[config.mk]
export PLATFORM = sky130hd
export DESIGN_NAME = prefetch_queue
export DESIGN_NICKNAME = d
export VERILOG_FILES = /design/src/rtl/pfq_pkg.sv /design/src/rtl/pfq_datapath.sv /design/src/rtl/pfq_control.sv /design/src/rtl/prefetch_queue.sv
export SDC_FILE = /design/constraint.sdc
export NUM_CORES = 1
export LEC_CHECK = 0
export ABC_AREA = 1
export CORE_MARGIN = 4
export CORE_UTILIZATION = 45
export CTS_BUF_LIST = sky130_fd_sc_hd__clkbuf_8
export CTS_CLUSTER_SIZE = 14
export DETAILED_ROUTE_END_ITERATION = 8
export DONT_BUFFER_PORTS = 1
export PLACE_DENSITY = 0.58
export RECOVER_POWER = 50
export SYNTH_ARGS = -nofsm -noshare
export SYNTH_HDL_FRONTEND = slang
export SYNTH_SLANG_ARGS = --single-unit
[constraint.sdc]
create_clock -name clk -period 8.7 [get_ports clk]
set_clock_uncertainty 0.05 [all_clocks]
set_input_delay 1.74 -clock clk [delete_from_list [all_inputs] [get_ports clk]]
set_output_delay 1.74 -clock clk [all_outputs]
set_load 0.03 [all_outputs]
[src/rtl/pfq_pkg.sv]
package pfq_pkg;
  typedef struct packed {
    logic flush;   // empty queue and reload pointer
    logic take;    // remove takeCount bytes from the head
    logic start;   // begin a code read at fetchPtr
    logic wrEn;    // write the returning code bytes
  } pfqStrobes_t;
endpackage

[src/rtl/pfq_datapath.sv]
module pfq_datapath
  import pfq_pkg::*;
#(
  parameter int DEPTH = 6,
  parameter int ADDR_W = 20,
  parameter logic [ADDR_W-1:0] RESET_ADDR = '0,
  parameter int CNT_W = $clog2(DEPTH + 1)
) (
  input  logic                 clk,
  input  logic                 rst_n,
  input  pfqStrobes_t          st,
  input  logic [CNT_W-1:0]     takeCount,
  input  logic [15:0]          codeWord,
  input  logic [ADDR_W-1:0]    branchTarget,
  output logic [CNT_W-1:0]     occupancy,
  output logic [ADDR_W-1:0]    fetchPtr,
  output logic [ADDR_W-1:0]    busAddr,
  output logic [DEPTH*8-1:0]   headBytes
);
  logic [7:0]       q     [DEPTH];
  logic [7:0]       qNext [DEPTH];
  logic [CNT_W-1:0] shiftN;
  logic [CNT_W-1:0] base;
  logic [CNT_W-1:0] wrN;
  logic [7:0]       lowByte;

  assign shiftN  = st.take ? takeCount : '0;
  assign base    = occupancy - shiftN;
  assign wrN     = st.wrEn ? (busAddr[0] ? CNT_W'(1) : CNT_W'(2)) : '0;
  assign lowByte = busAddr[0] ? codeWord[15:8] : codeWord[7:0];

  for (genvar gi = 0; gi < DEPTH; gi++) begin : gSlot
    always_comb begin
      qNext[gi] = 8'h00;
      for (int k = 0; k < DEPTH; k++) begin
        if ((CNT_W+1)'(k) == (CNT_W+1)'(gi) + {1'b0, shiftN}) qNext[gi] = q[k];
      end
      if (st.wrEn && CNT_W'(gi) == base) qNext[gi] = lowByte;
      if (st.wrEn && !busAddr[0] && CNT_W'(gi) == base + 1'b1) qNext[gi] = codeWord[15:8];
    end

    always_ff @(posedge clk or negedge rst_n) begin
      if (!rst_n) q[gi] <= 8'h00;
      else        q[gi] <= qNext[gi];
    end

    assign headBytes[gi*8 +: 8] = q[gi];
  end

  always_ff @(posedge clk or negedge rst_n) begin
    if (!rst_n) begin
      occupancy <= '0;
      fetchPtr  <= RESET_ADDR;
      busAddr   <= RESET_ADDR;
    end else begin
      occupancy <= st.flush ? '0 : occupancy - shiftN + wrN;
      if (st.flush) fetchPtr <= branchTarget;
      else if (st.start) fetchPtr <= fetchPtr + (fetchPtr[0] ? ADDR_W'(1) : ADDR_W'(2));
      if (st.start) busAddr <= fetchPtr;
    end
  end


  no_overflow_chk: assert property (@(posedge clk) disable iff (!rst_n)
    occupancy <= CNT_W'(DEPTH));


  flush_empty_chk: assert property (@(posedge clk) disable iff (!rst_n)
    $past(st.flush) |-> occupancy == '0);


  growth_only_by_write_chk: assert property (@(posedge clk) disable iff (!rst_n)
    (occupancy > $past(occupancy)) |-> $past(st.wrEn));
endmodule

[src/rtl/pfq_control.sv]
module pfq_control
  import pfq_pkg::*;
#(
  parameter int DEPTH = 6,
  parameter int FETCH_CYCLES = 4,
  parameter int CNT_W = $clog2(DEPTH + 1)
) (
  input  logic             clk,
  input  logic             rst_n,
  input  logic [CNT_W-1:0] occupancy,
  input  logic             ptrOdd,
  input  logic             dataReq,
  input  logic             takeValid,
  input  logic [CNT_W-1:0] takeCount,
  input  logic             branchValid,
  input  logic             branchTaken,
  output pfqStrobes_t      st,
  output logic             codeReq,
  output logic             dataGrant,
  output logic             takeReady
);
  localparam int CYC_W = (FETCH_CYCLES > 1) ? $clog2(FETCH_CYCLES) : 1;

  logic             busy;
  logic             drop;
  logic [CYC_W-1:0] cnt;
  logic             flushNow;
  logic             lastCycle;
  logic             startNow;
  logic [CNT_W-1:0] freeBytes;
  logic [CNT_W-1:0] needBytes;

  assign flushNow  = branchValid && branchTaken;
  assign lastCycle = busy && (cnt == CYC_W'(FETCH_CYCLES - 1));
  assign freeBytes = CNT_W'(DEPTH) - occupancy;
  assign needBytes = ptrOdd ? CNT_W'(1) : CNT_W'(2);
  assign startNow  = !busy && !dataReq && !flushNow && (freeBytes >= needBytes);
  assign takeReady = (takeCount != '0) && (takeCount <= occupancy);

  always_comb begin
    st       = '0;
    st.flush = flushNow;
    st.take  = takeValid && takeReady && !flushNow;
    st.start = startNow;
    st.wrEn  = lastCycle && !drop && !flushNow;
  end

  assign codeReq   = busy;
  assign dataGrant = dataReq && !busy;

  always_ff @(posedge clk or negedge rst_n) begin
    if (!rst_n) begin
      busy <= 1'b0;
      cnt  <= '0;
      drop <= 1'b0;
    end else begin
      if (startNow) begin
        busy <= 1'b1;
        cnt  <= '0;
      end else if (lastCycle) begin
        busy <= 1'b0;
      end else if (busy) begin
        cnt <= cnt + 1'b1;
      end
      if (lastCycle)             drop <= 1'b0;
      else if (flushNow && busy) drop <= 1'b1;
    end
  end


  data_blocks_fetch_chk: assert property (@(posedge clk) disable iff (!rst_n)
    (dataReq && !busy) |=> !busy);


  room_before_start_chk: assert property (@(posedge clk) disable iff (!rst_n)
    $rose(busy) |-> ({1'b0, $past(occupancy)} + ($past(ptrOdd) ? 1 : 2) <= DEPTH));
endmodule

[src/rtl/prefetch_queue.sv]
module prefetch_queue
  import pfq_pkg::*;
#(
  parameter int DEPTH = 6,
  parameter int ADDR_W = 20,
  parameter int FETCH_CYCLES = 4,
  parameter logic [ADDR_W-1:0] RESET_ADDR = '0,
  parameter int CNT_W = $clog2(DEPTH + 1)
) (
  input  logic               clk,
  input  logic               rst_n,
  input  logic               dataReq,
  output logic               dataGrant,
  output logic               codeReq,
  output logic [ADDR_W-1:0]  codeAddr,
  input  logic [15:0]        codeWord,
  input  logic               takeValid,
  input  logic [CNT_W-1:0]   takeCount,
  output logic               takeReady,
  output logic [DEPTH*8-1:0] headBytes,
  input  logic               branchValid,
  input  logic               branchTaken,
  input  logic [ADDR_W-1:0]  branchTarget,
  output logic [CNT_W-1:0]   occupancy,
  output logic [ADDR_W-1:0]  fetchPtr
);
  pfqStrobes_t st;

  pfq_control #(.DEPTH(DEPTH), .FETCH_CYCLES(FETCH_CYCLES), .CNT_W(CNT_W)) uCtrl (
    .clk(clk), .rst_n(rst_n), .occupancy(occupancy), .ptrOdd(fetchPtr[0]),
    .dataReq(dataReq), .takeValid(takeValid), .takeCount(takeCount),
    .branchValid(branchValid), .branchTaken(branchTaken), .st(st),
    .codeReq(codeReq), .dataGrant(dataGrant), .takeReady(takeReady)
  );

  pfq_datapath #(.DEPTH(DEPTH), .ADDR_W(ADDR_W), .RESET_ADDR(RESET_ADDR), .CNT_W(CNT_W)) uData (
    .clk(clk), .rst_n(rst_n), .st(st), .takeCount(takeCount), .codeWord(codeWord),
    .branchTarget(branchTarget), .occupancy(occupancy), .fetchPtr(fetchPtr),
    .busAddr(codeAddr), .headBytes(headBytes)
  );


  addr_stable_chk: assert property (@(posedge clk) disable iff (!rst_n)
    (codeReq && $past(codeReq)) |-> $stable(codeAddr));
endmodule

==> run summary, run 1 <==
Status = complete, but fails checks
Failing checks = max-capacitance violations, max-slew violations
Largest net degree at the start of global routing = 96
Min-delay src = uCtrl.cnt[0]
Routed Antenna Nets = 0
Worst r2r src = uData.occupancy[2]
Placed insts = 1346
TritonCTS clock tree = yes
IO Pins = 139
Post-synthesis sequential area ratio = 32.0%
1st-iter DRT viols = 1076
CP Capture Type = flip-flop
Mapped Area = 7420 um^2
Fill cells = 1740
Die Ht = 136 um
Critical Path AT = 6.72 ns
CTS Buf Count = 9
Die Wd = 136 um
Routed wire length = 29.2 mm
Final Setup Violations = 0
RSZ-0062 raised after global routing = no
Min-Delay Path Class = reg2reg
Tcrit/Tclk final = 74.7%
Synth Area per Inst = 6.40 um^2
Setup Buffers After CTS = 0
Vias in the first global route = 7448
Max frequency = 154 MHz
Nets = 1205
Gpl congestion = 0.983
# clock sinks = 95
Most common cell on crit path = inv_1
First-pass DRT Iterations = 6
Syn Nets = 1223
Routed vias = 7928
Share of cells above drive strength 1 = 4.98%
Worst hold endpoint = uCtrl.cnt[0]
Setup TNS = 0 ns
Reg2reg end = uData.headBytes[2]
Tot GR Track Use = 31.9%
Maximum fanout along the worst path = 20
Via density = 5.82
Top post-synthesis cells by area = dfrtp_1 32%, nand2_1 16%, nand3_1 8.7%, inv_1 7.9%, o21ai_0 6.5%
Fin util = 48.6%
First-pass GRT wire length = 45.1 mm
Slew margin rel. = -20.3%
CP required = 8.93 ns
Worst Max-Slew Pin Slew = 1.80 ns
H-tree depth = 3
Power Density = 308 nW/um^2
WHS = 0.442 ns
Critical Path, Cell by Cell = nand2_1 -> clkbuf_1 -> inv_2 -> nor2_4 -> nand3_4 -> nor2_1 -> ha_1 -> inv_1 -> fa_1 -> xnor2_1 -> nand2_2 -> nand2_4 -> inv_2 -> ha_1 -> inv_1 -> nor2_1 -> inv_1 -> nor3_2 -> inv_1 -> nand4_1 -> inv_2 -> nand2_1 -> nand3_1
Max Cap Viol = 1
Crit path time final = 6.50 ns
Post-synth EDFFs = 0
GR Overflow Total = 0
DRC viols = 0
Distinct cells, synth = 45
HPWL after DPL = 21.1 mm
Synth area leader = dfrtp_1
Mapped Cells = 1159
Crit path kind = in2reg
Clk slew on worst S/H paths = 0.11 ns
Crit path buf inv count = 8
Crit-path leading delay family = simple AND/OR/NAND/NOR gates
Ys async rst share = 100%
Syn. warnings = 0
Initial antenna violation count = 2
Final-report hold violation count = 0
PostCTS Resize Cnt = 0
Critical Path Slowest Stage Cell = clkbuf_1
Critical path's largest stage delay = 0.70 ns
P&R area growth vs syn = 4.77%
Design area = 7780 um^2
Total core area = 16000 um^2
Reg2Reg Setup Slack = 3.63 ns
Most used DFF post-synth = dfrtp_1
Dpl cell area = 7590 um^2
Post-CTS Hold Buffers = 0
CP startpoint kind = input port
Leak = 3.81 nW
Die ar. = 18600 um^2
Final non-filler cell total = 1362
Number of port buffers = 0
Max Root-Sink Buffers = 2
DR WL/cell = 21.4 um
Worst IR drop on VDD = 0.000203 V
Hold path depth = 1
Synth Register Bits = 95
Worst-Skew Late Latency = 0.39 ns
FP Rows = 46
Final Max Tran Viols = 51
CTS root buffer = clkbuf_8
Initial Util = 46.4%
Worst Reg-to-Reg Cells = 24
Area share of the largest cell type after synthesis = 32.0%
-- stage by stage --
step                      power, mW  setup WS (ns)
after floorplan                1.77           3.44
after global placement         2.08           2.68
after detailed placement       2.08           2.58
after CTS                      2.40           2.98
after global routing           2.56           1.69
final                          2.40           2.20
-- layout by cell type (no fill, tap or decap), types with 3 or more instances in the layout --
cell | Yosys | layout
nand3_1 | 129 | 129
buf_4 | 2 | 5
ha_1 | 17 | 17
nor3_1 | 7 | 7
nand3b_1 | 3 | 3
dfrtp_1 | 95 | 95
xor2_1 | 11 | 11
a21oi_1 | 59 | 59
o21ai_0 | 97 | 97
o21ai_1 | 3 | 3
nor2_2 | 8 | 9
clkbuf_8 | 0 | 9
a221oi_1 | 3 | 3
nand4_1 | 14 | 14
o21bai_1 | 10 | 10
inv_1 | 156 | 156
inv_2 | 9 | 9
a211oi_1 | 3 | 3
nand2_1 | 323 | 323
inv_6 | 0 | 3
nor2_1 | 104 | 103
o22ai_1 | 22 | 22
o211ai_1 | 18 | 18
nand2_2 | 5 | 5
-- worst max path at each step --
stage                       startpoint                  end  cells after the start  slack [ns]
after floorplan           takeCount[2]  uData.headBytes[20]                     25        3.44
after global placement     branchValid   uData.headBytes[2]                     24        2.68
after detailed placement   branchValid   uData.headBytes[2]                     23        2.58
after CTS                  branchValid   uData.headBytes[2]                     23        2.98
after global routing       branchValid  uData.headBytes[44]                     23        1.69
final                      branchValid   uData.headBytes[2]                     23        2.20
-- Yosys cell counts, drive strengths merged (10+ instances only) --
master and instances:
xor2 11, nor2 114, o21ai 100, o22ai 22, nand4 17, ha 17
clkbuf 20, a21oi 60, o211ai 18, o21bai 10, nand2 329, dfrtp 95
buf 16, inv 165, nand3 130, nor3 10
-- power breakdown --
group	switching, mW	internal, mW	total [mW]
clock	0.180	0.134	0.315
combinational	0.574	0.262	0.836
sequential	0.635	0.611	1.25
-- flip-flops by register name (all words and copies together) (netlist names) --
register	cells
uData.headBytes	48
uData.busAddr	20
uData.fetchPtr	20
uData.occupancy	3
uCtrl.cnt	2
uCtrl.codeReq	1
uCtrl.drop	1
-- kinds of logic after synthesis --
group,after synthesis,synth area share [%]
flops,95,32.0
simple gates,607,35.6
fa+ha+maj,19,3.41
xor+xnor,13,1.53
compound gates,222,16.9
buf+inv,203,10.6
-- final cells by class --
type / instances / area, um^2 / share of cell area, %
clock inverters: 6 / 68.8 / 0.885
diodes: 1 / 2.50 / 0.0322
repair buffers: 7 / 45.0 / 0.579
clock buffers: 9 / 124 / 1.59
flip-flops and latches: 95 / 2380 / 30.6
inverters: 167 / 627 / 8.06
multi-input cells: 861 / 4260 / 54.8
well taps: 216 / 270 / 3.48
-- metal layers --
metal,GRT usage [%],wire (um),vias up
met5,0,23,-
met4,11.4,869,4
met3,9.29,3750,70
met2,47.9,12800,533
met1,43.8,11700,3570
li1,-,-,3751
Power figures use the tool's default switching activity.
==> inputs of run 2 (changes only) <==
- clock period: 8.7 -> 6.37 ns (I/O delays scaled with it)
==> run 2 against run 1 <==
The flow now finishes without violations. First-iteration DRC count decreased by 12%. Via count increased by 0.42%. Non-clock buffer count grew 3. Hold slack lost 0.0062 ns. Combinational power is 39% higher. Register-to-register slack worse by 2.1 ns. Design area increased by 0.72%. Critical endpoint is now uData.headBytes[24]. Largest power group unchanged.
==> run summary, run 2 (synthesis results as in run 1) <==
Worst-Skew Late Latency = 0.39 ns
Crit-path leading delay family = simple AND/OR/NAND/NOR gates
CTS Buf Count = 9
Die Wd = 136 um
Min-delay src = uCtrl.cnt[0]
Register area = 2380 um^2
H-tree depth = 3
Crit path time final = 4.98 ns
Vias in the first global route = 7509
Critical Path AT = 5.20 ns
Gpl congestion = 0.950
HPWL after DPL = 21.3 mm
CP startpoint kind = input port
Final Max Tran Viols = 0
Most frequent cells in the layout = 323 x nand2_1, 156 x inv_1, 129 x nand3_1
Routed vias = 7961
Worst IR drop on VDD = 0.000261 V
Fill cells = 1752
Worst r2r src = uData.occupancy[2]
Status = completed
Most common cell on crit path = inv_1
RSZ-0062 raised after global routing = no
Setup TNS = 0 ns
Max Cap Viol = 0
Tot GR Track Use = 32.0%
Worst hold endpoint = uCtrl.cnt[0]
Worst Reg-to-Reg Cells = 25
First-pass GRT wire length = 45.2 mm
Number of port buffers = 0
Routed Antenna Nets = 0
Hold path depth = 1
Multi-input gate area = 4270 um^2
PostCTS Resize Cnt = 0
Crit path kind = in2reg
Initial Util = 46.4%
TritonCTS clock tree = yes
Post-CTS Hold Buffers = 0
Leak = 3.83 nW
CP Capture Type = flip-flop
1st-iter DRT viols = 947
Max frequency = 201 MHz
Min-Delay Path Class = reg2reg
Largest net degree at the start of global routing = 96
Critical Path, Cell by Cell = ha_1 -> a21oi_1 -> nand2_1 -> nand2_2 -> nand3_4 -> nor2_1 -> ha_1 -> inv_1 -> fa_1 -> xnor2_1 -> nand2_2 -> nand2_4 -> inv_2 -> ha_1 -> inv_1 -> nor2_1 -> inv_1 -> nor4_2 -> buf_4 -> inv_1 -> nand4_1 -> inv_1 -> nand2_1 -> nand3_1
Reg2Reg Setup Slack = 1.51 ns
FP Rows = 46
Final-report hold violation count = 0
GR Overflow Total = 0
Clk slew on worst S/H paths = 0.10 ns
Reg2reg end = uData.headBytes[24]
First-pass DRT Iterations = 7
P&R area growth vs syn = 5.53%
Max Root-Sink Buffers = 2
DRC viols = 0
Final Setup Violations = 0
Die ar. = 18600 um^2
CP required = 6.58 ns
Setup Buffers After CTS = 0
Tot Pwr = 3.33 mW
Via density = 5.83
Tcrit/Tclk final = 78.3%
Critical Path Slowest Stage Cell = fa_1
Total core area = 16000 um^2
DR WL/cell = 21.5 um
Worst Max-Slew Pin Slew = 1.12 ns
Share of cells above drive strength 1 = 5.40%
IO Pins = 139
WHS = 0.436 ns
Maximum fanout along the worst path = 15
Initial antenna violation count = 1
Power Density = 425 nW/um^2
Slew margin rel. = 24.5%
Commonest non-fill, non-tap cell in the layout = nand2_1
Nets = 1208
Critical path's largest stage delay = 0.37 ns
Crit path buf inv count = 7
CTS root buffer = clkbuf_8
Die Ht = 136 um
Largest register FFs = 48
Routed wire length = 29.4 mm
# clock sinks = 95
==> run 2: changes by cell type in the layout (fill, tap and decap cells not counted), sizes merged <==
cell / change
bufinv: +1
clkinv: -1
buf: +4
inv: -1
clkinvlp: +1
clkbuf: -1
==> run 2: final cells by class <==
cell class | instances | share of cell area (%)
Clock buffer | 9 | 1.58
Antenna cell | 1 | 0.0319
Inverter | 167 | 8.00
Clock inverter | 6 | 1.18
Multi-Input combinational cell | 861 | 54.5
Sequential cell | 95 | 30.4
Tap cell | 216 | 3.45
Timing Repair Buffer | 10 | 0.911
==> run 2: worst register-to-register path, stage by stage (launching register included) <==
cell and delay (ns):
dfrtp_1 0.61, inv_1 0.14, ha_1 0.33, a21oi_1 0.13, nand2_1 0.08, nand2_2 0.14, nand3_4 0.15, nor2_1 0.26
ha_1 0.20, inv_1 0.05, fa_1 0.37, xnor2_1 0.25, nand2_2 0.10, nand2_4 0.10, inv_2 0.06, ha_1 0.27
inv_1 0.04, nor2_1 0.08, inv_1 0.11, nor4_2 0.21, buf_4 0.30, inv_1 0.11, nand4_1 0.13, inv_1 0.27
nand2_1 0.13, nand3_1 0.08
==> run 2: report_power, final <==
group          internal [mW]  switching, mW
Clock                  0.222          0.249
Combinational          0.361          0.799
Sequential             0.834          0.865
==> run 2: how the worst max path moves through the flow <==
stage                 startpoint                  end  slack [ns]  cells after the start
global placement    takeCount[2]  uData.headBytes[33]        1.06                     25
finish              takeCount[2]  uData.headBytes[24]        1.39                     24
global route        takeCount[2]  uData.headBytes[19]        0.97                     25
floorplan           takeCount[2]  uData.headBytes[20]        1.58                     25
detailed placement  takeCount[2]  uData.headBytes[22]        1.01                     24
CTS                 takeCount[2]  uData.headBytes[46]        1.43                     23
==> run 2: stage by stage <==
step | util, % | setup WS [ns] | instance area, um^2 | std cells
floorplan | - | 1.58 | 7420 | 1159
global placement | 47.6 | 1.06 | 7620 | 1349
detailed placement | 47.6 | 1.01 | 7620 | 1349
CTS | 49.0 | 1.43 | 7830 | 1364
global route | 48.9 | 0.968 | 7830 | 1364
finish | 49.0 | 1.39 | 7830 | 1365
==> run 2: layer usage <==
| metal | track usage, % | part of all wire [%] | vias up |
|---|---|---|---|
| li1 | - | - | 3747 |
| met4 | 11.6 | 3.9 | 2 |
| met1 | 42.6 | 40 | 3680 |
| met2 | 49.1 | 44 | 444 |
| met5 | 0 | 0.044 | - |
| met3 | 9.88 | 12 | 88 |
==> inputs of run 3 (changes only) <==
- PLACE_DENSITY: 0.58 -> 0.6
- clock period: 6.37 -> 4.25 ns (I/O delays scaled with it)
==> run 3 against run 2 <==
Combinational power is 56% higher. Critical path depth up 1. First-iteration DRC count decreased by 5.7%. Clock power increased by 25%. Sequential power up 48%. Die area unchanged. Core utilization is 1.1 points higher. Design area up 2.2%. Via count decreased by 1.6%. Hold slack lost 0.34 ns. Critical path type unchanged.
==> run summary, run 3 (synthesis results as in run 1) <==
DR WL/cell = 19.5 um
Die ar. = 18600 um^2
Reg2Reg Setup Slack = 0.35 ns
Maximum fanout along the worst path = 13
1st-iter DRT viols = 893
CP required = 4.54 ns
Reg power frac = 51.2%
Final Setup Violations = 0
# clock sinks = 95
Highest Signal Layer = met5
Max Root-Sink Buffers = 2
First-pass DRT Iterations = 5
Setup Buffers After CTS = 0
Clk slew on worst S/H paths = 0.11 ns
CTS Buf Count = 9
Leak = 3.94 nW
Metal2 WL = 12.3 mm
Routed Antenna Nets = 0
Share of cells above drive strength 1 = 7.74%
Post-Place Worst Slack = -0.169 ns
P&R area growth vs syn = 7.89%
Total core area = 16000 um^2
Status = completed
Final non-filler cell total = 1392
HPWL after DPL = 20.9 mm
Via density = 5.63
Final-report hold violation count = 0
Worst r2r src = uData.occupancy[0]
Tot Pwr = 4.92 mW
Placed insts = 1375
Critical Path AT = 4.22 ns
Final worst setup slack = 0.316 ns
Initial Util = 46.4%
Worst-Skew Late Latency = 0.39 ns
Commonest non-fill, non-tap cell in the layout = nand2_1
Max frequency = 254 MHz
Largest net degree at the start of global routing = 96
Sw Ratio = 57.8%
Fin util = 50.0%
Number of port buffers = 0
FP Rows = 46
Initial antenna violation count = 2
Tot GR Track Use = 29.7%
Largest register FFs = 48
Met3 wire len = 2.97 mm
Sw power = 2.84 mW
Int Pwr = 2.08 mW
TritonCTS clock tree = yes
Die Ht = 136 um
Power Density = 614 nW/um^2
Final Max Tran Viols = 0
Gpl congestion = 0.961
H-tree depth = 3
Fill cells = 1741
CP startpoint kind = input port
Gate power share = 36.8%
Worst Reg-to-Reg Cells = 24
CP Capture Type = flip-flop
Tcrit/Tclk final = 92.6%
Vias in the first global route = 7340
IO Pins = 139
Die Wd = 136 um
Most frequent cells in the layout = 323 x nand2_1, 156 x inv_1, 129 x nand3_1
Worst IR drop on VDD = 0.000384 V
Metal-1 WL = 11.4 mm
Max Cap Viol = 0
Worst Max-Slew Pin Slew = 1.17 ns
Routed wire length = 27.2 mm
DRC viols = 0
Post-CTS Hold Buffers = 0
Min-Delay Path Class = in2async
Reg2reg end = uData.headBytes[19]
First-pass GRT wire length = 42.5 mm
Slew margin rel. = 21.1%
Crit path kind = in2reg
Crit path time final = 3.93 ns
Routed vias = 7832
Nets = 1234
Crit path from = takeCount[2]
RSZ-0062 raised after global routing = no
CTS root buffer = clkbuf_8
Clock share of power = 12.0%
GR Overflow Total = 0
[run 3: metal layers]
metal | vias up | GRT usage, %
met3 | 53 | 7.44
li1 | 3804 | -
met4 | 4 | 8.29
met1 | 3540 | 40.6
met2 | 431 | 46.7
met5 | - | 0
[run 3: cell type report]
cell class	instances	area [um^2]	share of cell area, %
timing repair buffer	36	263	3.28
antenna	1	2.50	0.0313
inverter	167	627	7.83
sequential	95	2380	29.7
clock buffer	9	124	1.55
tap	216	270	3.37
multi-input combinational	861	4290	53.6
clock inverter	7	53.8	0.672
[run 3: worst max-delay path: stages]
cell,delay (ns)
ha_1,0.31
a21oi_1,0.14
nand2_1,0.09
nand2_2,0.09
nand3_4,0.07
nor2_2,0.10
ha_1,0.15
inv_1,0.05
fa_1,0.38
xnor2_1,0.26
inv_1,0.07
nand2_1,0.11
nand2_4,0.06
inv_2,0.05
ha_1,0.22
inv_1,0.07
nor2_1,0.05
inv_2,0.19
nor2_4,0.11
nor3_1,0.18
nand2_1,0.08
inv_2,0.23
buf_4,0.19
nand2_1,0.05
nand2_1,0.08
[run 3: how the worst max path moves through the flow]
stage,to,slack [ns],cells past startpoint
after global placement,uData.headBytes[44],-0.001,23
after CTS,uData.headBytes[45],0.19,22
after floorplan,uData.headBytes[14],0.05,24
after global routing,uData.headBytes[21],0.02,24
final,uData.headBytes[19],0.32,25
after detailed placement,uData.headBytes[45],-0.17,23
[run 3: per-stage QoR]
| stage | TNS [ns] | hold slack [ns] | area [um^2] |
|---|---|---|---|
| 2_1_floorplan | 0 | 0.400 | 7450 |
| 3_3_place_gp | -0.00222 | 0.425 | 7830 |
| 3_5_place_dp | -1.33 | 0.429 | 7830 |
| 4_1_cts | 0 | 0.0754 | 8010 |
| 5_1_grt | 0 | 0.0662 | 8010 |
| 6_report | 0 | 0.0928 | 8010 |
[run 3: what timing repair did]
| action | 4_1_cts | 5_1_grt |
|---|---|---|
| setup endpoints to repair | 0 | 13 |
| endpoints found under the hold margin | 0 | 0 |
| resized for setup | 0 | 2 |
[run 3: power by group through the flow]
| stage | combinational, mW | sequential (mW) | clock, mW |
|---|---|---|---|
| 2_1_floorplan | 1.34 | 2.30 | 0 |
| 3_3_place_gp | 1.78 | 2.54 | 0 |
| 3_5_place_dp | 1.80 | 2.53 | 0 |
| 4_1_cts | 1.80 | 2.52 | 0.604 |
| 5_1_grt | 2.06 | 2.58 | 0.638 |
| 6_report | 1.81 | 2.52 | 0.591 |
